$ cat config.mk
export PLATFORM = sky130hd
export DESIGN_NAME = uart_dma_ready
export DESIGN_NICKNAME = d
export VERILOG_FILES = /design/src/rtl/uart_dma_pkg.sv /design/src/rtl/dma_mode_sel.sv /design/src/rtl/dma_rx_ready.sv /design/src/rtl/dma_tx_ready.sv /design/src/rtl/uart_dma_ready.sv
export SDC_FILE = /design/constraint.sdc
export NUM_CORES = 1
export LEC_CHECK = 0
export CORE_AREA = 2 2 39 41
export DETAILED_ROUTE_END_ITERATION = 8
export DIE_AREA = 0 0 41 43
export PLACE_DENSITY = 0.43
export SYNTH_ARGS = -nofsm -noshare
export SYNTH_HDL_FRONTEND = slang
export SYNTH_HIERARCHICAL = 1
export SYNTH_SLANG_ARGS = --single-unit
$ cat constraint.sdc
create_clock -name clk -period 1.1 [get_ports clk]
set_input_delay 0.165 -clock clk [delete_from_list [all_inputs] [get_ports clk]]
set_output_delay 0.165 -clock clk [all_outputs]
set_load 0.02 [all_outputs]
$ cat src/rtl/uart_dma_pkg.sv
package uart_dma_pkg;
    typedef enum logic {
        DMA_SINGLE = 1'b0,
        DMA_MULTI  = 1'b1
    } dma_mode_e;

    typedef struct packed {
        logic active;
    } rdy_state_t;
endpackage

$ cat src/rtl/dma_mode_sel.sv
module dma_mode_sel
    import uart_dma_pkg::*;
(
    input  logic      fifo_en,
    input  logic      dma_sel,
    output dma_mode_e mode
);
    always_comb begin
        mode = (fifo_en && dma_sel) ? DMA_MULTI : DMA_SINGLE;
    end
endmodule

$ cat src/rtl/dma_rx_ready.sv
module dma_rx_ready
    import uart_dma_pkg::*;
#(
    parameter int FIFO_DEPTH = 16,
    localparam int LVL_W = $clog2(FIFO_DEPTH + 1)
) (
    input  logic             clk,
    input  logic             rst_n,
    input  dma_mode_e        mode,
    input  logic [LVL_W-1:0] level,
    input  logic             trig,
    input  logic             timeout,
    output logic             rdy_n
);
    rdy_state_t st_d, st_q;
    logic       has_data;

    always_comb begin
        has_data = (level != '0);
        st_d     = st_q;
        if (mode == DMA_SINGLE) begin
            st_d.active = has_data;
        end else if (st_q.active) begin
            st_d.active = has_data;
        end else begin
            st_d.active = (trig || timeout) && has_data;
        end
    end

    always_ff @(posedge clk) begin
        if (!rst_n) st_q <= '{active: 1'b0};
        else        st_q <= st_d;
    end

    assign rdy_n = ~st_q.active;
endmodule

$ cat src/rtl/dma_tx_ready.sv
module dma_tx_ready
    import uart_dma_pkg::*;
#(
    parameter int FIFO_DEPTH = 16,
    localparam int LVL_W = $clog2(FIFO_DEPTH + 1)
) (
    input  logic             clk,
    input  logic             rst_n,
    input  dma_mode_e        mode,
    input  logic [LVL_W-1:0] level,
    output logic             rdy_n
);
    localparam logic [LVL_W-1:0] FULL_LVL = LVL_W'(FIFO_DEPTH);

    rdy_state_t st_d, st_q;

    always_comb begin
        st_d = st_q;
        if (mode == DMA_SINGLE) st_d.active = (level == '0);
        else                    st_d.active = (level < FULL_LVL);
    end

    always_ff @(posedge clk) begin
        if (!rst_n) st_q <= '{active: 1'b1};
        else        st_q <= st_d;
    end

    assign rdy_n = ~st_q.active;
endmodule

$ cat src/rtl/uart_dma_ready.sv
module uart_dma_ready
    import uart_dma_pkg::*;
#(
    parameter int FIFO_DEPTH = 16,
    localparam int LVL_W = $clog2(FIFO_DEPTH + 1)
) (
    input  logic             clk,
    input  logic             rst_n,
    input  logic             fifo_en,
    input  logic             dma_sel,
    input  logic [LVL_W-1:0] rx_level,
    input  logic             rx_trig,
    input  logic             rx_timeout,
    input  logic [LVL_W-1:0] tx_level,
    output logic             rx_rdy_n,
    output logic             tx_rdy_n
);
    dma_mode_e mode;

    dma_mode_sel u_mode (
        .fifo_en (fifo_en),
        .dma_sel (dma_sel),
        .mode    (mode)
    );

    dma_rx_ready #(.FIFO_DEPTH(FIFO_DEPTH)) u_rx (
        .clk     (clk),
        .rst_n   (rst_n),
        .mode    (mode),
        .level   (rx_level),
        .trig    (rx_trig),
        .timeout (rx_timeout),
        .rdy_n   (rx_rdy_n)
    );

    dma_tx_ready #(.FIFO_DEPTH(FIFO_DEPTH)) u_tx (
        .clk   (clk),
        .rst_n (rst_n),
        .mode  (mode),
        .level (tx_level),
        .rdy_n (tx_rdy_n)
    );
endmodule

==> results of run 1 <==
flip-flops by register name, indices dropped and copies added (netlist names):
signal and count:
u_tx/st_q 1, u_rx/st_q 1
worst max path at each step:
stage | from | endpoint | slack (ns) | depth (start not counted)
after global routing | tx_level[1] | u_tx/st_q | 0.005 | 3
after detailed placement | fifo_en | u_rx/st_q | -0.35 | 4
after floorplan | u_rx/st_q | u_rx/st_q | 0.08 | 2
after global placement | fifo_en | u_rx/st_q | -0.34 | 4
final | rx_level[0] | u_rx/st_q | 0.03 | 3
after CTS | rx_level[0] | u_rx/st_q | 0.03 | 3
cell families after synthesis:
family | after synthesis
AND/OR/NAND/NOR | 5
flip-flops | 2
AO/OA/AOI/OAI | 2
buffers and inverters | 2
placed cells by master (no fill, tap or decap):
cell             Yosys  layout
a22oi_2              1       1
dlygate4sd2_1        0       6
or4_4                0       1
nor2b_1              1       1
inv_1                2       2
clkdlybuf4s15_1      0       1
clkdlybuf4s50_1      0      10
and2_4               0       1
o211a_1              1       1
buf_4                0       1
or4_1                2       1
dfxtp_1              2       2
or4b_1               1       1
clkbuf_4             0       3
worst register-to-register path: stages (launching register included):
cell,delay [ns]
dfxtp_1,0.29
or4b_1,0.52
o211a_1,0.12
report_power, final:
group	total [mW]	internal, mW	switching [mW]
clock network	0.161	0.120	0.0408
registers	0.0805	0.0789	0.00162
logic	0.0813	0.0583	0.0230
metal layers:
metal / up-vias / wire length, µm / part of all wire [%]
met1: 56 / 180 / 43
met2: 17 / 162 / 39
met3: 0 / 73 / 18
li1: 83 / - / -
met4: 0 / 0 / 0
met5: - / 0 / 0
stage by stage:
step	total power [mW]	setup TNS (ns)	hold WS (ns)	std cells	area, µm²
CTS	0.333	0	0.378	48	322
finish	0.323	0	0.380	48	327
detailed placement	0.170	-0.549	0.577	45	305
global placement	0.169	-0.529	0.566	45	305
global route	0.366	0	0.399	48	327
floorplan	0.101	0	0.268	11	108
area by class of cell:
type,instances,area [µm²],area share (%)
clock buffers,3,22.5,6.90
inverters,2,7.51,2.30
multi-input cells,7,66.3,20.3
flip-flops and latches,2,40.0,12.3
well taps,16,20.0,6.13
repair buffers,18,170,52.1
timing repair:
| action | 4_1_cts | 5_1_grt |
|---|---|---|
| cloned | 0 | 0 |
| endpoints found under the setup margin | 3 | 2 |
| pin swaps | 3 | 0 |
| gates resized for setup | 8 | 2 |
==> reports/results.txt, run 1 <==
Tcrit/Tclk final -> 97.3%
Synth top area share -> 37.2%
Layout Nets -> 50
Die Ht -> 43 µm
Worst R2R Setup Slack -> 0.06 ns
Initial DRC count -> 0
Synth-to-Final Area Change -> 203%
Outcome -> finished clean
Synth cell count leaders -> dfxtp_1 (2), inv_1 (2), or4_1 (2)
Antenna Nets Post-Route -> 0
Post-layout util -> 23.6%
Antenna violations before repair -> 0
Hold depth -> 3
Post-synth top area cell -> dfxtp_1
Fmax -> 0.935 GHz
Arrival @ worst endpoint -> 1.18 ns
Proportion of layout cells with a drive suffix above 1 -> 21.9%
Worst r2r src -> u_rx/st_q
R2r endpoint -> u_rx/st_q
Cell Area, Synth -> 108 µm²
Post-Synth Simple-Gate Area -> 34.9%
Post-CTS setup buffer count -> 0
Worst-Margin Slew -> 0.206 ns
CP Class -> in2reg
CTS root buf -> clkbuf_4
Reg2reg path depth -> 2
Seq cells post-synth -> 2
DIE AREA -> 0.00176 mm²
Average size of a mapped cell -> 9.78 µm²
Routed vias -> 156
Max_cap viols -> 0
Cts hold-fix bufs -> 0
Netlist cell types -> 8
Post-synthesis mux area share -> 0%
Sink Count -> 2
Worst Skew -> 0 ns
Core Rows -> 14
RSZ-0062 raised after global routing -> no
First-pass GRT wire length -> 738 µm
Grt ovf -> 0
Delay-heaviest family, CP -> buffers and inverters
Final hold violation count -> 0
Synth Area in Adders -> 0%
Mapped Cells -> 11
Hold Crit Class -> in2reg
IO Count -> 18
Max-slew violations -> 0
Port bufs -> 17
WP buf/inv -> 1
Die X -> 41 µm
DRC -> 0
Setup WS pre-CTS -> -0.354 ns
Clock Path Buffers -> 2
Minimum clock period -> 1.07 ns
Initial Util -> 7.78%
Critical Path RT -> 1.21 ns
Worst setup EP type -> flop
Synth Warn # -> 6
Gpl congestion -> 0.612
CTS Buf Count -> 3
CTS H-tree depth -> 1
Diodes inserted -> 0
Max incr delay on CP -> 0.40 ns
Power Dens Cells -> 989 mW/mm²
Clock Pin Slew Worst Setup and Hold Paths -> 0.03 ns
Hold EP -> u_rx/st_q
Post-synth ARST share -> 0%
Post-Synth XOR/XNOR Area -> 0%
Max IR drop VDD -> 229 µV
Largest cells by area after synthesis -> dfxtp_1 (37%), or4_1 (14%), a22oi_2 (12%), o211a_1 (9.3%), or4b_1 (9.3%)
Via density per instance -> 3.25
GRT Util Overall -> 7.21%
Fill count -> 159
Largest family of logic cells by synthesized area -> simple AND/OR/NAND/NOR gates
Synth Area in Compound Gates -> 20.9%
Main synth FF type -> dfxtp_1
Core Area -> 0.00138 mm²
Critical path's slowest cell -> clkdlybuf4s50_1
Slew HR -> 86.3%
Grt peak-use layer -> met3
CP Launch Type -> input port
WL/cell -> 8.65 µm
Met1 Use GR -> 7.67%
Number of synthesized flops with an enable pin -> 0
Min-Delay Startpoint -> rx_level[1]
CTS tree -> yes
Drt pass-1 iters -> 1
Final setup margin -> 0.0302 ns
Post-Route WL -> 415 µm
Met3 GRT Util -> 7.85%
Mapped Nets -> 27
Seq/Total Area, Yosys -> 37.2%
Clock latency on the worst-skew pair -> 0.22 ns
Final setup vio count -> 0
P_leak -> 0.143 nW
Vias in the first global route -> 185
CP Cell Sequence -> clkdlybuf4s50_1, or4_1, o211a_1
Crit-path max FO -> 1
Global routing usage on met2 -> 7.50%
Pin count of the biggest net entering global routing -> 3
Power figures use the tool's default switching activity.
==> run 2: changes to the inputs <==
--- a/config.mk
+++ b/config.mk
@@ -5,9 +5,9 @@
 export SDC_FILE = /design/constraint.sdc
 export NUM_CORES = 1
 export LEC_CHECK = 0
-export CORE_AREA = 2 2 39 41
+export CORE_AREA = 5 5 42 44
 export DETAILED_ROUTE_END_ITERATION = 8
-export DIE_AREA = 0 0 41 43
+export DIE_AREA = 0 0 47 49
 export PLACE_DENSITY = 0.43
 export SYNTH_ARGS = -nofsm -noshare
 export SYNTH_HDL_FRONTEND = slang
==> reports/results.txt, run 2 (synthesized netlist as in run 1, its figures left out) <==
Outcome -> finished clean
CP Depth -> 3 (unchanged)
GRT Util Overall -> 4.64% (-2.6 points)
Hold Crit Class -> in2reg
Max_cap viols -> 0 (unchanged)
Antenna Nets Post-Route -> 0 (unchanged)
Vias in the first global route -> 184 (-0.54%)
CP Cell Sequence -> clkdlybuf4s50_1, or4_1, a22oi_2
CP Launch Type -> input port
CP Class -> in2reg
P_leak -> 0.142 nW (-1.1%)
Non-Filler Instances -> 48 (unchanged)
Final setup vio count -> 0 (unchanged)
Worst R2R Setup Slack -> 0.05 ns (about the same)
Power Dens Cells -> 985 mW/mm² (-0.34%)
Delay-heaviest family, CP -> simple AND/OR/NAND/NOR gates
Via density per instance -> 3.35 (+3.2%)
Pin count of the biggest net entering global routing -> 3 (unchanged)
Final hold violation count -> 0 (unchanged)
Clock latency on the worst-skew pair -> 0.22 ns (about the same)
IO Count -> 18 (unchanged)
Fill count -> 159 (unchanged)
RSZ-0062 raised after global routing -> no
Fmax -> 0.930 GHz (-0.51%)
DRC -> 0 (unchanged)
Routed vias -> 161 (+3.2%)
Slew HR -> 86.1% (-0.19 points)
CTS root buf -> clkbuf_4
Initial DRC count -> 0 (unchanged)
Gpl congestion -> 0.641 (+4.8%)
First-pass GRT wire length -> 655 µm (-11%)
Core Area -> 0.00140 mm² (+1.3%)
Antenna violations before repair -> 0 (unchanged)
R2r endpoint -> u_rx/st_q
Reg2reg path depth -> 2 (unchanged)
Post-Route WL -> 441 µm (+6.3%)
Synth-to-Final Area Change -> 200%
Clock Pin Slew Worst Setup and Hold Paths -> 0.03 ns (about the same)
Worst r2r src -> u_rx/st_q
Register Area -> 40.0 µm² (unchanged)
CP endpoint -> u_tx/st_q
Area of the multi-input gates -> 62.6 µm² (-5.7%)
CTS tree -> yes
Critical Path RT -> 1.25 ns (+0.04 ns)
Initial Util -> 7.68% (-0.097 points)
CTS Buf Count -> 3 (unchanged)
Setup WS pre-CTS -> -0.356 ns (-0.00197 ns)
Worst-Margin Slew -> 0.209 ns (+0.00282 ns)
WL/cell -> 9.19 µm (+6.3%)
DIE AREA -> 0.00230 mm² (+31%)
Worst Skew -> 0 ns (unchanged)
Commonest non-fill, non-tap cell in the layout -> clkdlybuf4s50_1
Diodes inserted -> 0 (unchanged)
DP Cell Count -> 45 (unchanged)
Setup crit start -> tx_level[1]
Layout Nets -> 50 (unchanged)
Max IR drop VDD -> 182 µV (-21%)
Overall power -> 0.318 mW (-1.5%)
Clock Path Buffers -> 2 (unchanged)
Critical path's slowest cell -> or4_1
WP buf/inv -> 1 (unchanged)
Port bufs -> 17 (unchanged)
Arrival @ worst endpoint -> 1.22 ns (+0.04 ns)
Tcrit/Tclk final -> 97.8% (+0.50 points)
Cts hold-fix bufs -> 0 (unchanged)
Max incr delay on CP -> 0.54 ns (+0.14 ns)
CTS H-tree depth -> 1 (unchanged)
Drt pass-1 iters -> 1 (unchanged)
Minimum clock period -> 1.08 ns (+0.00553 ns)
Grt ovf -> 0 (unchanged)
Worst setup EP type -> flop
Commonest cells after routing, fill and taps aside -> clkdlybuf4s50_1 (10), dlygate4sd2_1 (6), clkbuf_4 (3)
Top flop regs -> u_rx/st_q (1), u_tx/st_q (1)
Sink Count -> 2 (unchanged)
Proportion of layout cells with a drive suffix above 1 -> 18.8% (-3.1 points)
Core Rows -> 14 (unchanged)
Final setup margin -> 0.0247 ns (-0.00553 ns)
Max-slew violations -> 0 (unchanged)
Post-layout util -> 23.0% (-0.56 points)
Die X -> 47 µm (+15%)
Crit-path max FO -> 1 (unchanged)
Die Ht -> 49 µm (+14%)
## run 2: cell counts in the layout (fill, tap and decap cells not counted)
No cell type changed its count.
## run 2: repair_timing
action / in CTS / in global routing
endpoints found under the setup margin: 3 / 1
endpoints found under the hold margin: 0 / 0
pin swaps: 3 / 0
gates resized for setup: 8 / 1
setup buffers: 0 / 0
## run 2: how the worst min path moves through the flow
stage,end,cells past startpoint,from
2_1_floorplan,u_tx/st_q,1,rst_n
3_3_place_gp,u_rx/st_q,2,u_rx/st_q
3_5_place_dp,u_rx/st_q,2,u_rx/st_q
4_1_cts,u_rx/st_q,3,rx_level[4]
5_1_grt,u_rx/st_q,3,rx_level[1]
6_report,u_rx/st_q,3,rx_level[4]
## run 2: worst min-delay path, cell delays in order
cell and delay [ns]:
dlygate4sd2_1 0.18, or4_1 0.10, o211a_1 0.13
## run 2: metrics by stage
stage / hold slack [ns] / area, µm² / TNS [ns]
2_1_floorplan: 0.268 / 108 / 0
3_3_place_gp: 0.573 / 305 / -0.527
3_5_place_dp: 0.612 / 305 / -0.568
4_1_cts: 0.384 / 322 / 0
5_1_grt: 0.398 / 323 / 0
6_report: 0.386 / 323 / 0
## run 2: layout make-up
| cell class | count | area share, % |
|---|---|---|
| Sequential cell | 2 | 12.4 |
| Tap cell | 16 | 6.20 |
| Inverter | 2 | 2.33 |
| Multi-Input combinational cell | 7 | 19.4 |
| Clock buffer | 3 | 6.98 |
| Timing Repair Buffer | 18 | 52.7 |
## run 2: routing by layer
layer  track usage [%]  wire [µm]  up-vias
li1                  -          -       83
met2              4.07        147       18
met3              4.06         95        0
met5                 0          0        -
met1              5.47        198       60
met4              5.53          0        0
## run 2: power breakdown
group          switching (mW)  total, mW  internal, mW  leakage, nW
clock                  0.0381      0.158         0.120       0.0138
sequential            0.00204     0.0810        0.0789       0.0169
combinational          0.0217     0.0790        0.0573        0.111
total                  0.0618      0.318         0.256        0.142
